==> config.mk <==
export PLATFORM = sky130hd
export DESIGN_NAME = tdm_tx_framer
export DESIGN_NICKNAME = d
export VERILOG_FILES = /design/src/rtl/tdmf_pkg.sv /design/src/rtl/tdmf_bitclk.sv /design/src/rtl/tdmf_frame.sv /design/src/rtl/tdmf_shift.sv /design/src/rtl/tdm_tx_framer.sv
export SDC_FILE = /design/constraint.sdc
export NUM_CORES = 1
export LEC_CHECK = 0
export ABC_AREA = 0
export ABC_CLOCK_PERIOD_IN_PS = 7900
export BUFFER_PORTS_ARGS = -buffer_cell sky130_fd_sc_hd__buf_2
export CORE_MARGIN = 2
export CORE_UTILIZATION = 35
export CTS_CLUSTER_SIZE = 14
export DETAILED_ROUTE_END_ITERATION = 6
export GPL_TIMING_DRIVEN = 1
export SYNTH_ARGS = -nofsm -noshare
export SYNTH_HDL_FRONTEND = slang
export SYNTH_SLANG_ARGS = --single-unit
==> constraint.sdc <==
create_clock -name clk -period 7.9 [get_ports clk]
set_input_delay 1.975 -clock clk [delete_from_list [all_inputs] [get_ports clk]]
set_output_delay 1.975 -clock clk [all_outputs]
set_load 0.01 [all_outputs]
==> src/rtl/tdmf_pkg.sv <==
package tdmf_pkg;

  // frame length used by the free-running unframed mode
  localparam int UNF_BITS = 1024;

  // shape and active level of the frame sync
  typedef enum logic [1:0] {
    SYN_GEN_HI = 2'd0,
    SYN_GEN_LO = 2'd1,
    SYN_ALT    = 2'd2
  } tdmf_sfmt_e;

endpackage

==> src/rtl/tdmf_bitclk.sv <==
module tdmf_bitclk #(
  parameter int DIV_HALF = 2
) (
  input  logic clk,
  input  logic rst,
  input  logic valid,
  input  logic clk_dir_out,
  input  logic eff_fall,
  input  logic lnk_clk_i,
  input  logic lnk_sync_i,
  output logic tick,
  output logic sync_s,
  output logic clk_o
);

  localparam int DW = (DIV_HALF > 1) ? $clog2(DIV_HALF) : 1;

  logic c1, c2, c3;
  logic y1;
  logic ph;
  logic div_wrap;

  // input synchronizers; the sync path is one stage shorter than the clock path so
  // that, in a tick cycle, sync_s holds the level seen at the boundary edge
  always_ff @(posedge clk) begin
    if (rst) begin
      c1 <= 1'b0; c2 <= 1'b0; c3 <= 1'b0;
      y1 <= 1'b0; sync_s <= 1'b0;
    end else begin
      c1 <= lnk_clk_i; c2 <= c1; c3 <= c2;
      y1 <= lnk_sync_i; sync_s <= y1;
    end
  end

  generate
    if (DIV_HALF > 1) begin : g_div
      logic [DW-1:0] div;
      always_ff @(posedge clk) begin
        if (rst || !valid || !clk_dir_out) div <= '0;
        else if (div == DW'(DIV_HALF - 1)) div <= '0;
        else div <= div + 1'b1;
      end
      assign div_wrap = (div == DW'(DIV_HALF - 1));
    end else begin : g_nodiv
      assign div_wrap = 1'b1;
    end
  endgenerate

  always_ff @(posedge clk) begin
    if (rst) begin
      ph <= 1'b0; tick <= 1'b0; clk_o <= 1'b0;
    end else if (!valid) begin
      ph <= 1'b0; tick <= 1'b0; clk_o <= eff_fall;
    end else if (clk_dir_out) begin
      tick <= 1'b0;
      if (div_wrap) begin
        ph    <= ~ph;
        clk_o <= ~ph ^ eff_fall;
        tick  <= ~ph;
      end
    end else begin
      tick <= eff_fall ? (c3 & ~c2) : (c2 & ~c3);
    end
  end

endmodule

==> src/rtl/tdmf_frame.sv <==
module tdmf_frame
  import tdmf_pkg::*;
#(
  parameter int LEN_W = 10
) (
  input  logic             clk,
  input  logic             rst,
  input  logic             valid,
  input  tdmf_sfmt_e       sfmt,
  input  logic             sync_dir_out,
  input  logic             unframed,
  input  logic [LEN_W-1:0] last,
  input  logic             tick,
  input  logic             sync_s,
  output logic             nxt_first,
  output logic             nxt_last,
  output logic             strobe,
  output logic             frame_start,
  output logic             sync_o
);

  logic [LEN_W-1:0] cnt;
  logic [LEN_W-1:0] nxt_cnt;
  logic             act_lvl;
  logic             alt;
  logic             lvl_act;
  logic             prev_act;
  logic             evt;
  logic             gen_act;

  assign alt     = (sfmt == SYN_ALT);
  assign act_lvl = (sfmt == SYN_GEN_HI);
  assign lvl_act = (sync_s == act_lvl);

  // realignment from an incoming sync, only in framed mode
  assign evt = !sync_dir_out && !unframed && lvl_act && (!alt || prev_act);

  always_comb begin
    if (evt || cnt >= last) nxt_cnt = '0;
    else                    nxt_cnt = cnt + 1'b1;
  end

  assign nxt_first = (nxt_cnt == '0);
  assign nxt_last  = (nxt_cnt == last);
  assign gen_act   = alt ? (nxt_first || nxt_last) : nxt_first;

  always_ff @(posedge clk) begin
    if (rst) begin
      cnt <= '0; prev_act <= 1'b0;
      strobe <= 1'b0; frame_start <= 1'b0; sync_o <= 1'b0;
    end else if (!valid) begin
      cnt         <= last;
      prev_act    <= 1'b0;
      strobe      <= 1'b0;
      frame_start <= 1'b0;
      sync_o      <= ~act_lvl;
    end else begin
      strobe      <= tick;
      frame_start <= tick && nxt_first;
      if (tick) begin
        cnt      <= nxt_cnt;
        prev_act <= lvl_act;
        sync_o   <= (sync_dir_out && gen_act) ? act_lvl : ~act_lvl;
      end
    end
  end

endmodule

==> src/rtl/tdmf_shift.sv <==
module tdmf_shift #(
  parameter int WORD_W = 8
) (
  input  logic              clk,
  input  logic              rst,
  input  logic              valid,
  input  logic              tick,
  input  logic              nxt_first,
  input  logic              nxt_last,
  input  logic [WORD_W-1:0] word_i,
  output logic              ser_o,
  output logic              word_req
);

  localparam int PW = (WORD_W > 1) ? $clog2(WORD_W) : 1;
  localparam logic [PW-1:0] POS_LAST = PW'(WORD_W - 1);

  logic [PW-1:0]     pos;
  logic [PW-1:0]     nxt_pos;
  logic [WORD_W-1:0] sh;
  logic              load;

  assign load    = nxt_first || (pos == POS_LAST);
  assign nxt_pos = load ? '0 : pos + 1'b1;

  always_ff @(posedge clk) begin
    if (rst || !valid) begin
      pos      <= POS_LAST;
      sh       <= '1;
      ser_o    <= 1'b1;
      word_req <= 1'b0;
    end else begin
      word_req <= tick && ((nxt_pos == POS_LAST) || nxt_last);
      if (tick) begin
        pos <= nxt_pos;
        if (load) begin
          ser_o <= word_i[WORD_W-1];
          sh    <= {word_i[WORD_W-2:0], 1'b0};
        end else begin
          ser_o <= sh[WORD_W-1];
          sh    <= {sh[WORD_W-2:0], 1'b0};
        end
      end
    end
  end

endmodule

==> src/rtl/tdm_tx_framer.sv <==
module tdm_tx_framer
  import tdmf_pkg::*;
#(
  parameter int WORD_W   = 8,
  parameter int LEN_W    = 10,
  parameter int DIV_HALF = 2
) (
  input  logic              clk,
  input  logic              rst,
  input  logic              cfg_valid,
  input  logic              cfg_clk_dir_out,
  input  logic              cfg_sync_dir_out,
  input  logic              cfg_alt_fmt,
  input  logic              cfg_sync_high,
  input  logic              cfg_clk_fall,
  input  logic              cfg_unframed,
  input  logic [LEN_W-1:0]  cfg_frame_len_m1,
  input  logic              lnk_clk_i,
  output logic              lnk_clk_o,
  output logic              lnk_clk_oe,
  input  logic              lnk_sync_i,
  output logic              lnk_sync_o,
  output logic              lnk_sync_oe,
  input  logic [WORD_W-1:0] word_i,
  output logic              word_req,
  output logic              frame_start,
  output logic              bit_strobe,
  output logic              ser_o
);

  localparam logic [LEN_W-1:0] UNF_LAST = LEN_W'(UNF_BITS - 1);

  tdmf_sfmt_e       sfmt;
  logic             eff_fall;
  logic [LEN_W-1:0] last;
  logic             tick;
  logic             sync_s;
  logic             nxt_first;
  logic             nxt_last;

  assign sfmt     = cfg_alt_fmt ? SYN_ALT : (cfg_sync_high ? SYN_GEN_HI : SYN_GEN_LO);
  assign eff_fall = cfg_clk_fall && !cfg_alt_fmt;
  assign last     = cfg_unframed ? UNF_LAST : cfg_frame_len_m1;

  always_ff @(posedge clk) begin
    if (rst) begin
      lnk_clk_oe  <= 1'b0;
      lnk_sync_oe <= 1'b0;
    end else begin
      lnk_clk_oe  <= cfg_clk_dir_out;
      lnk_sync_oe <= cfg_sync_dir_out;
    end
  end

  tdmf_bitclk #(.DIV_HALF(DIV_HALF)) i_bitclk (
    .clk(clk), .rst(rst), .valid(cfg_valid),
    .clk_dir_out(cfg_clk_dir_out), .eff_fall(eff_fall),
    .lnk_clk_i(lnk_clk_i), .lnk_sync_i(lnk_sync_i),
    .tick(tick), .sync_s(sync_s), .clk_o(lnk_clk_o)
  );

  tdmf_frame #(.LEN_W(LEN_W)) i_frame (
    .clk(clk), .rst(rst), .valid(cfg_valid), .sfmt(sfmt),
    .sync_dir_out(cfg_sync_dir_out), .unframed(cfg_unframed),
    .last(last), .tick(tick), .sync_s(sync_s),
    .nxt_first(nxt_first), .nxt_last(nxt_last),
    .strobe(bit_strobe), .frame_start(frame_start), .sync_o(lnk_sync_o)
  );

  tdmf_shift #(.WORD_W(WORD_W)) i_shift (
    .clk(clk), .rst(rst), .valid(cfg_valid), .tick(tick),
    .nxt_first(nxt_first), .nxt_last(nxt_last), .word_i(word_i),
    .ser_o(ser_o), .word_req(word_req)
  );

endmodule

==> results of run 1 <==
cells in the final DEF (no fill, tap or decap), types with 3 or more instances in the layout:
cell type and instances:
ha_1 13, o21ai_0 13, nand3_1 14, nor2_1 23, xnor2_1 11, clkbuf_8 6, o311a_1 3, nand2b_1 7
a21oi_1 25, nor2b_1 11, o31ai_1 5, a211oi_1 3, nor3b_1 3, xor2_1 6, inv_1 7, dfxtp_1 38
nor3_1 32, a31oi_1 4, a21boi_0 3, nand2_1 19, o41ai_1 3, buf_2 36, nand4_1 5, mux2i_1 11
worst max path at each step:
stage                       startpoint               end  slack (ns)  cells past startpoint
after floorplan           cfg_unframed    i_frame.sync_o        3.66                     13
after global placement    cfg_unframed  i_shift.word_req        2.63                     12
after detailed placement  cfg_unframed  i_shift.word_req        2.59                     12
after CTS                 cfg_unframed  i_shift.word_req        2.90                     12
after global routing      cfg_unframed  i_shift.word_req        2.58                     12
final                     cfg_unframed  i_shift.word_req        2.91                     11
layout make-up:
cell class | instances | area, sq um | share of cell area
clock inverters | 1 | 30.0 | 0.0105
well taps | 99 | 124 | 0.0435
repair buffers | 37 | 188 | 0.0659
inverters | 7 | 26.3 | 0.00922
multi-input cells | 250 | 1640 | 0.575
clock buffers | 6 | 82.6 | 0.0290
flip-flops and latches | 38 | 761 | 0.267
cells by family (layout without fill, tap and decap cells):
| family | count (synthesis) | in the layout | synth area share |
|---|---|---|---|
| compound gates | 73 | 73 | 0.185 |
| simple gates | 134 | 134 | 0.278 |
| mux | 11 | 11 | 0.0434 |
| xor+xnor | 19 | 19 | 0.0739 |
| flops | 38 | 38 | 0.300 |
| fa+ha+maj | 13 | 13 | 0.0641 |
| buf+inv | 31 | 51 | 0.0552 |
power by group through the flow:
stage	registers, uW	clock network [uW]	logic, uW
6_report	211	170	80.7
3_3_place_gp	215	0	79.5
2_1_floorplan	208	0	65.7
5_1_grt	212	183	91.0
3_5_place_dp	215	0	80.7
4_1_cts	210	175	81.0
through the flow:
stage / power [uW] / utilization / area [sq um] / hold WS, ns
after global placement: 294 / 0.383 / 2740 / 0.421
after detailed placement: 296 / 0.383 / 2740 / 0.430
final: 461 / 0.399 / 2850 / 0.443
after CTS: 466 / 0.399 / 2850 / 0.448
after floorplan: 273 / - / 2540 / 0.414
after global routing: 486 / 0.399 / 2850 / 0.464
per-layer routing:
layer,global-route usage,vias up,part of all wire
met2,0.259,44,0.49
met4,0.0556,0,0.0065
met1,0.218,1107,0.46
met5,0,-,0
met3,0.0397,4,0.043
li1,-,1205,-
==> metrics.cfg, run 1 <==
[synth]
yosysSeqAreaShare = 0.300
yosys.area.top_type = dfxtp_1
synth_top_area_share = 0.300
ys_seq_elements = 38
yosys-top-cells-count = 38 x dfxtp_1, 32 x nor3_1, 25 x a21oi_1
synthCells = 319
synth_edf_count = 0
ys.warnings.count = 0
async_reset_ff_frac = 0
synthesis.area_sq_um = 2540
synth_area_per_cell_sq_um = 7.96
synth_area_leaders = dfxtp_1 30%, ha_1 6.4%, nor3_1 6.3%
syn_nets = 361
yosys.cell_types.count = 51
synth_most_common_cell = dfxtp_1
ys.flop_type = dfxtp_1

[cts]
cts_buffers = 5
cts-root-buf = clkbuf_8
cts-resized-gates = 0
worstSkewPairLatency_ns = 0.29
post_cts_buffers = 0
ctsHoldBuffers = 0
cts_tree = done
cts.sinks = 38
cts.htree.levels = 2
clkTransAtPathRegs_ns = 0.07
clk_path_buf_depth = 2

[sta]
fmaxAchievable_ghz = 0.200
tightest_slew_ns = 1.02
rsz0062_at_grt = no
hold_violations = 0
fin_crit_ns = 4.99
slew-limit-headroom = 0.316
fin_skew_ns = 0.0105
setup_viol = 0
slew_viol_final = 0
setup_slack_ns = 2.91
min_period_over_period = 0.632
tns_ns = 0

[global_routing]
grt-ovfl-total = 0
grt_pass1_vias = 2113
antenna_found_initial = 0
grt_first_pass_wirelength_microns = 10200
gr-usage-all-layers = 0.163
grt_max_degree = 34

[finish]
fill_cells = 782
final_layout_size_suffix_gt1_frac = 0.145
top_regs = i_frame.cnt (10), i_shift.sh (8), i_shift.pos (3)
fin_cells = 438
nets = 381
largest_reg_flops = 10
syn_to_final_growth_pct = 12.2
top_register = i_frame.cnt
antenna_cells = 0

[worst_setup_path]
crit_buf_inv = 1
worstPathRequired_ns = 8.10
r2r_slack_ns = 4.49
worstPathMaxFanout = 24
cp_slowest_cell = nor2_1
cp-start-kind = primary input
r2r_cells = 10
r2r_start = i_frame.cnt[0]
cp_common_cell = nor2_1
worstSetupPathType = in2reg
r2r-end = i_shift.word_req
end_kind = flop
cp_top_family = simple AND/OR/NAND/NOR gates
cpPeakStageDelay_ns = 0.81
path_cells = buf_2 > nor2_1 > ha_1 > a21o_1 > nand3_1 > o311a_1 > and3_1 > o31ai_1 > nor2_1 > nand4_1 > a21boi_0
critPathArrivalTime_ns = 5.19

[run_status]
status = finished clean

[placed_design]
dp_hpwl_microns = 4410
place_congestion = 0.811
dp_slack_ns = 2.59
portBuffers = 36
dp_cells = 431

[pwr]
pwr-share-seq = 0.457
switchingPower_uw = 125
pwr-share-comb = 0.175
clkPwrFrac = 0.369
powerDensity_nw_per_um2 = 162
internal-power_uw = 336
ir_drop_mv = 0.104
switching_share = 0.271
leakage_uw = 0.00109

[route]
wl_per_cell_microns = 14.0
drtIter0Drc = 105
ant_nets = 0
num_vias = 2360
drt-pass1-iter-count = 4
wl_microns = 6130
routed_via_density = 5.39
drc = 0

[die]
start_util = 0.356
io_pins = 37
die-area_sq_um = 7950
fp.dieH_microns = 89.2
core_area_sq_um = 7140
rows = 31
chipWidth_microns = 89.2

[hold_path]
holdPathStages = 1
holdCritPathClass = reg2reg
min-delay-start = i_bitclk.y1
hold_path_end = i_bitclk.sync_s

[job]
cap_violations = 0

(Power assumes the default switching activity.)
==> run 2, diff against run 1 <==
Settings changed: ABC_AREA 0 to 1, ABC_CLOCK_PERIOD_IN_PS 7900 to 4600.
Clock period 7.9 ns to 4.6 ns, I/O delays scaled along.
==> run 2 against run 1 <==
- sequential share of layout area is 0.13 points lower
- global-route usage is 0.24 points higher
- setup slack worse by 1.6 ns
- final area up 0.48%
- total power grew 84%
- critical endpoint is now i_shift.sh[5]
- largest cell class unchanged
- largest power group unchanged
- highest routed layer unchanged
==> metrics.cfg, run 2 <==
[die]
core_area_sq_um = 6830  ; -4.3%
die-area_sq_um = 7800  ; -1.9%
chipWidth_microns = 88.3  ; -0.97%
io_pins = 37  ; unchanged
rows = 30  ; -3.2%
fp.dieH_microns = 88.3  ; -0.97%
start_util = 0.364  ; +0.00839

[sta]
setup_slack_ns = 1.29  ; -1.61 ns
rsz0062_at_grt = no
fmaxAchievable_ghz = 0.303
setup_viol = 0  ; unchanged
slew-limit-headroom = 0.506  ; +0.190
tns_ns = 0  ; unchanged
slew_viol_final = 0  ; unchanged
tightest_slew_ns = 0.739  ; -0.284 ns
fin_crit_ns = 3.31
fin_skew_ns = 0.00619  ; -0.00431 ns
hold_violations = 0  ; unchanged
min_period_over_period = 0.719

[synth]
synthXorXnorAreaFrac = 0.0106  ; -0.0634
synth_area_leaders = dfxtp_1 31%, nand2_1 14%, inv_1 7.7%
synth.area.mux_share = 0  ; -0.0434
yosys.cell_types.count = 33  ; -35%
synth_compound_area_frac = 0.135  ; -0.0505
synth_edf_count = 0  ; unchanged
async_reset_ff_frac = 0  ; unchanged
yosysSeqAreaShare = 0.306  ; +0.00618
ys.flop_type = dfxtp_1
synth_area_per_cell_sq_um = 6.65  ; -16%
synth_top_area_share = 0.306  ; +0.00618
ys.warnings.count = 0  ; unchanged
yosys-top-cells-count = 94 x nand2_1, 51 x inv_1, 43 x nor2_1
synthCells = 374  ; +17%
synth_top_family_by_area = simple AND/OR/NAND/NOR gates
synthesis.area_sq_um = 2490  ; -2.0%
synth_adder_area_share = 0.0654  ; +0.00132
yosys.area.top_type = dfxtp_1
ys_seq_elements = 38  ; unchanged
syn_nets = 416  ; +15%
synth_most_common_cell = nand2_1
synthSimpleGateAreaFrac = 0.364  ; +0.0857

[pwr]
ir_drop_mv = 0.134  ; +28%
powerDensity_nw_per_um2 = 296  ; +83%
leakage_uw = 0.00141  ; +29%
fin_total_pwr_uw = 846  ; +84%

[cts]
cts.sinks = 38  ; unchanged
clk_path_buf_depth = 2  ; unchanged
post_cts_buffers = 0  ; unchanged
cts_buffers = 5  ; unchanged
clkTransAtPathRegs_ns = 0.08  ; about the same
cts-resized-gates = 0  ; unchanged
worstSkewPairLatency_ns = 0.29  ; about the same
cts-root-buf = clkbuf_8
cts.htree.levels = 2  ; unchanged
cts_tree = done
ctsHoldBuffers = 0  ; unchanged

[worst_setup_path]
cp_slowest_cell = ha_1
cp-start-kind = primary input
path_cells = buf_2 > nor2_1 > ha_1 > nand2_1 > inv_2 > nand3_2 > a21oi_2 > nand2_4 > nand3_1 > inv_1 > nor3_2 > nand3_2 > nand2_2 > inv_1 > nor2_1 > o21ai_1
end_kind = flop
critPathArrivalTime_ns = 3.48  ; -1.71 ns
cpPeakStageDelay_ns = 0.31  ; -0.50 ns
worstSetupPathType = in2reg
worstPathRequired_ns = 4.78  ; -3.32 ns
worstPathMaxFanout = 17  ; -29%

[route]
drc = 0  ; unchanged
met3_length_microns = 198  ; -24%
dr.max_layer_used = met4
wl_microns = 5830  ; -4.8%
routed_via_density = 4.71  ; -13%
drtIter0Drc = 154  ; +47%
num_vias = 2368  ; +0.34%
wl_met1_microns = 2880  ; +1.9%
wl_per_cell_microns = 11.6  ; -17%
dr_wl_met2_microns = 2640  ; -12%
drt-pass1-iter-count = 4  ; unchanged
ant_nets = 0  ; unchanged

[run_status]
status = finished clean

[finish]
nets = 448  ; +18%
top_register = i_frame.cnt
fill_cells = 733  ; -6.3%
antenna_cells = 0  ; unchanged
layout.cells.most_common = nand2_1
largest_reg_flops = 10  ; unchanged
syn_to_final_growth_pct = 15.1
top_regs = i_frame.cnt (10), i_shift.sh (8), i_shift.pos (3)
final_layout_size_suffix_gt1_frac = 0.199  ; +0.0545
final_util = 0.419  ; +0.0199
multi_input_area_sq_um = 1430  ; -13%
final_area_sq_um = 2860  ; +0.48%
layout_common_cells = 94 x nand2_1, 51 x inv_1, 43 x nor2_1, 38 x dfxtp_1, 36 x buf_2
seq_area_sq_um = 761  ; unchanged

[placed_design]
placed_area_sq_um = 2720  ; -0.59%
dp_slack_ns = 0.996  ; -1.59 ns
place_congestion = 0.892  ; +10%
dp_hpwl_microns = 4430  ; +0.43%
portBuffers = 36  ; unchanged

[global_routing]
antenna_found_initial = 0  ; unchanged
grt_max_degree = 20  ; -41%
gr-usage-all-layers = 0.166  ; +0.00237
grt_first_pass_wirelength_microns = 10100  ; -0.68%
grt-ovfl-total = 0  ; unchanged
grt_pass1_vias = 2190  ; +3.6%

[hold_path]
holdCritPathClass = reg2reg

[job]
cap_violations = 0  ; unchanged

-- run 2: cell types whose count changed after synthesis, sizes merged, moves of 6 or more --
cell,before,now
nor3,32,5
clkbuf,15,7
mux2i,11,0
nor2,23,50
nand2,19,103
nand4,5,12
nand2b,7,0
inv,7,59
o21ai,14,24
xnor2,12,2
a31oi,4,10
nor2b,11,0
-- run 2: routing by layer --
layer,track usage,vias to the layer above
met2,0.256,49
met3,0.0326,12
met1,0.228,1050
met5,0,-
met4,0.0647,0
li1,-,1257
-- run 2: report_power, final --
group	switching, uW	total (uW)	internal [uW]	leakage [uW]
Clock	119	350	231	0.0000714
Sequential	15.0	357	342	0.000312
Combinational	87.8	140	51.7	0.00102
-- run 2: stage by stage --
step	cells	hold WS [ns]
after global placement	495	0.389
final	503	0.402
after global routing	503	0.408
after detailed placement	495	0.393
after CTS	503	0.404
after floorplan	374	0.388
-- run 2: worst max-delay path: cells and delay by family --
family / cells / cell delay [ns]
buffers and inverters: 4 / 0.53
adder cells (fa/ha/maj): 1 / 0.31
AND/OR/NAND/NOR: 9 / 1.24
AO/OA/AOI/OAI: 2 / 0.25
-- run 2: area by class of cell --
cell class                      count  area share
Clock buffer                        6      0.0288
Clock inverter                      2      0.0210
Inverter                           61      0.0800
Multi-Input combinational cell    264       0.500
Sequential cell                    38       0.266
Tap cell                           96      0.0420
Timing Repair Buffer               36      0.0629
-- run 2: path summary, 6_finish.rpt --
kind | from | to | slack (ns) | cells past startpoint
worst min-delay path | i_bitclk.c1 | i_bitclk.c2 | 0.40 | 2
worst max register to register | i_frame.cnt[0] | i_shift.sh[5] | 1.96 | 13
worst min register to register | i_bitclk.c1 | i_bitclk.c2 | 0.40 | 2
worst max-delay path | cfg_unframed | i_shift.sh[5] | 1.29 | 16
-- run 2: kinds of logic after synthesis --
family,Yosys count
AND/OR/NAND/NOR,190
flip-flops,38
adder cells (fa/ha/maj),13
AO/OA/AOI/OAI,58
XOR/XNOR,3
buffers and inverters,72
==> run 3, diff against run 2 <==
Settings changed: ABC_CLOCK_PERIOD_IN_PS 4600 to 2850.
Clock period 4.6 ns to 2.85 ns, I/O delays scaled along.
==> run 3 against run 2 <==
- clock-buffer cell count is 1 higher
- first-iteration DRC count is 19% lower
- highest routed layer unchanged
- register-to-register slack worse by 1.5 ns
==> metrics.cfg, run 3 (same netlist as run 2, synthesis figures left out) <==
[run_status]
status = finished clean

[die]
rows = 30  ; unchanged
core_area_sq_um = 6830  ; unchanged
io_pins = 37  ; unchanged
fp.dieH_microns = 88.3  ; unchanged
start_util = 0.364  ; unchanged
chipWidth_microns = 88.3  ; unchanged
die-area_sq_um = 7800  ; unchanged

[finish]
nets = 483  ; +7.8%
fin_cells = 538  ; +7.0%
top_regs = i_frame.cnt (10), i_shift.sh (8), i_shift.pos (3)
layout_common_cells = 94 x nand2_1, 51 x inv_1, 39 x nor2_1, 38 x dfxtp_1, 35 x buf_2
final_util = 0.454  ; +0.0348
layout.cells.most_common = nand2_1
largest_reg_flops = 10  ; unchanged
final_layout_size_suffix_gt1_frac = 0.271  ; +0.0725
syn_to_final_growth_pct = 24.6
fill_cells = 762  ; +4.0%
top_register = i_frame.cnt
antenna_cells = 0  ; unchanged

[pwr]
powerDensity_nw_per_um2 = 397  ; +34%
leakage_uw = 0.00155  ; +10%
ir_drop_mv = 0.265  ; +98%

[job]
cap_violations = 0  ; unchanged

[global_routing]
grt_pass1_vias = 2416  ; +10%
gr-usage-all-layers = 0.173  ; +0.00696
antenna_found_initial = 0  ; unchanged
grt_max_degree = 20  ; unchanged
grt-ovfl-total = 0  ; unchanged
grt_first_pass_wirelength_microns = 10700  ; +5.6%

[cts]
clkTransAtPathRegs_ns = 0.07  ; about the same
cts_tree = done
cts_buffers = 5  ; unchanged
cts.sinks = 38  ; unchanged
worstSkewPairLatency_ns = 0.29  ; about the same
cts.htree.levels = 2  ; unchanged
clk_path_buf_depth = 2  ; unchanged
cts-root-buf = clkbuf_8
ctsHoldBuffers = 0  ; unchanged

[placed_design]
dp_hpwl_microns = 4900  ; +10%
portBuffers = 36  ; unchanged
place_congestion = 0.871  ; -2.3%
dp_cells = 527  ; +6.5%

[sta]
fin_skew_ns = 0.0110  ; +0.00481 ns
fin_crit_ns = 2.64
slew-limit-headroom = 0.681  ; +0.175
fmaxAchievable_ghz = 0.379
setup_viol = 0  ; unchanged
slew_viol_final = 0  ; unchanged
min_period_over_period = 0.926
holdWs_ns = 0.408  ; +0.00582 ns
tightest_slew_ns = 0.476  ; -0.263 ns
hold_violations = 0  ; unchanged

[worst_setup_path]
critPathArrivalTime_ns = 2.82  ; -0.66 ns
worstSetupPathType = in2reg
r2r_cells = 17  ; +4
cp-start-kind = primary input
r2r_slack_ns = 0.45  ; -1.51 ns
worstPathMaxFanout = 11  ; -6
worstPathRequired_ns = 3.03  ; -1.75 ns
end_kind = flop

[hold_path]
holdCritPathClass = reg2reg
holdPathStages = 2  ; unchanged

[route]
drtIter0Drc = 124  ; -19%
num_vias = 2542  ; +7.3%
ant_nets = 0  ; unchanged
wl_microns = 6380  ; +9.4%
wl_per_cell_microns = 11.9  ; +2.3%
drc = 0  ; unchanged
drt-pass1-iter-count = 5  ; +1
routed_via_density = 4.72  ; +0.36%

## run 3: per-layer routing
metal | global-route usage | vias to the layer above | share of wire
li1 | - | 1325 | -
met1 | 0.225 | 1145 | 0.49
met2 | 0.293 | 60 | 0.46
met3 | 0.0308 | 12 | 0.039
met4 | 0.0496 | 0 | 0.015
met5 | 0 | - | 0
## run 3: final timing paths
check	from	to
worst max-delay path	cfg_unframed	i_frame.sync_o
worst min register to register	i_bitclk.y1	i_bitclk.sync_s
worst min-delay path	i_bitclk.y1	i_bitclk.sync_s
worst max register to register	i_frame.cnt[7]	i_frame.sync_o
## run 3: timing repair
action                     CTS  global route
resized for setup            0             8
setup buffers                0             2
setup endpoints to repair    0            11
## run 3: worst max-delay path, stage by stage
cell      delay (ns)
clkbuf_4        0.19
nor2_1          0.16
ha_1            0.25
nand2_1         0.07
inv_2           0.05
a21oi_2         0.17
nand2_4         0.10
nor2_8          0.19
nand2_4         0.10
nor2_4          0.12
nand2_1         0.06
nand2_1         0.07
nand2_1         0.07
nor2_2          0.14
nand3_1         0.09
nand2_1         0.08
a21oi_1         0.06
nor2_1          0.09
nor2_1          0.04
## run 3: area by class of cell
class / instances / area, sq um / share of cell area
inverter: 61 / 229 / 0.0739
clock buffer: 7 / 86.3 / 0.0278
sequential: 38 / 761 / 0.245
tap: 96 / 120 / 0.0387
multi-input combinational: 265 / 1460 / 0.471
timing repair buffer: 70 / 438 / 0.141
clock inverter: 1 / 5.00 / 0.00161
## run 3: report_power, final
group / total, uW / switching, uW / internal (uW)
Sequential: 571 / 19.7 / 551
Combinational: 278 / 161 / 117
Clock: 381 / 186 / 195
## run 3: metrics by stage
| stage | power, uW | worst slack (ns) | instance area [sq um] | setup TNS (ns) |
|---|---|---|---|---|
| after floorplan | 751 | 0.0305 | 2490 | 0 |
| after global placement | 849 | -0.116 | 2960 | -0.647 |
| after detailed placement | 852 | -0.135 | 2960 | -1.02 |
| after CTS | 1230 | 0.144 | 3050 | 0 |
| after global routing | 1300 | -0.0215 | 3100 | -0.0215 |
| final | 1230 | 0.212 | 3100 | 0 |
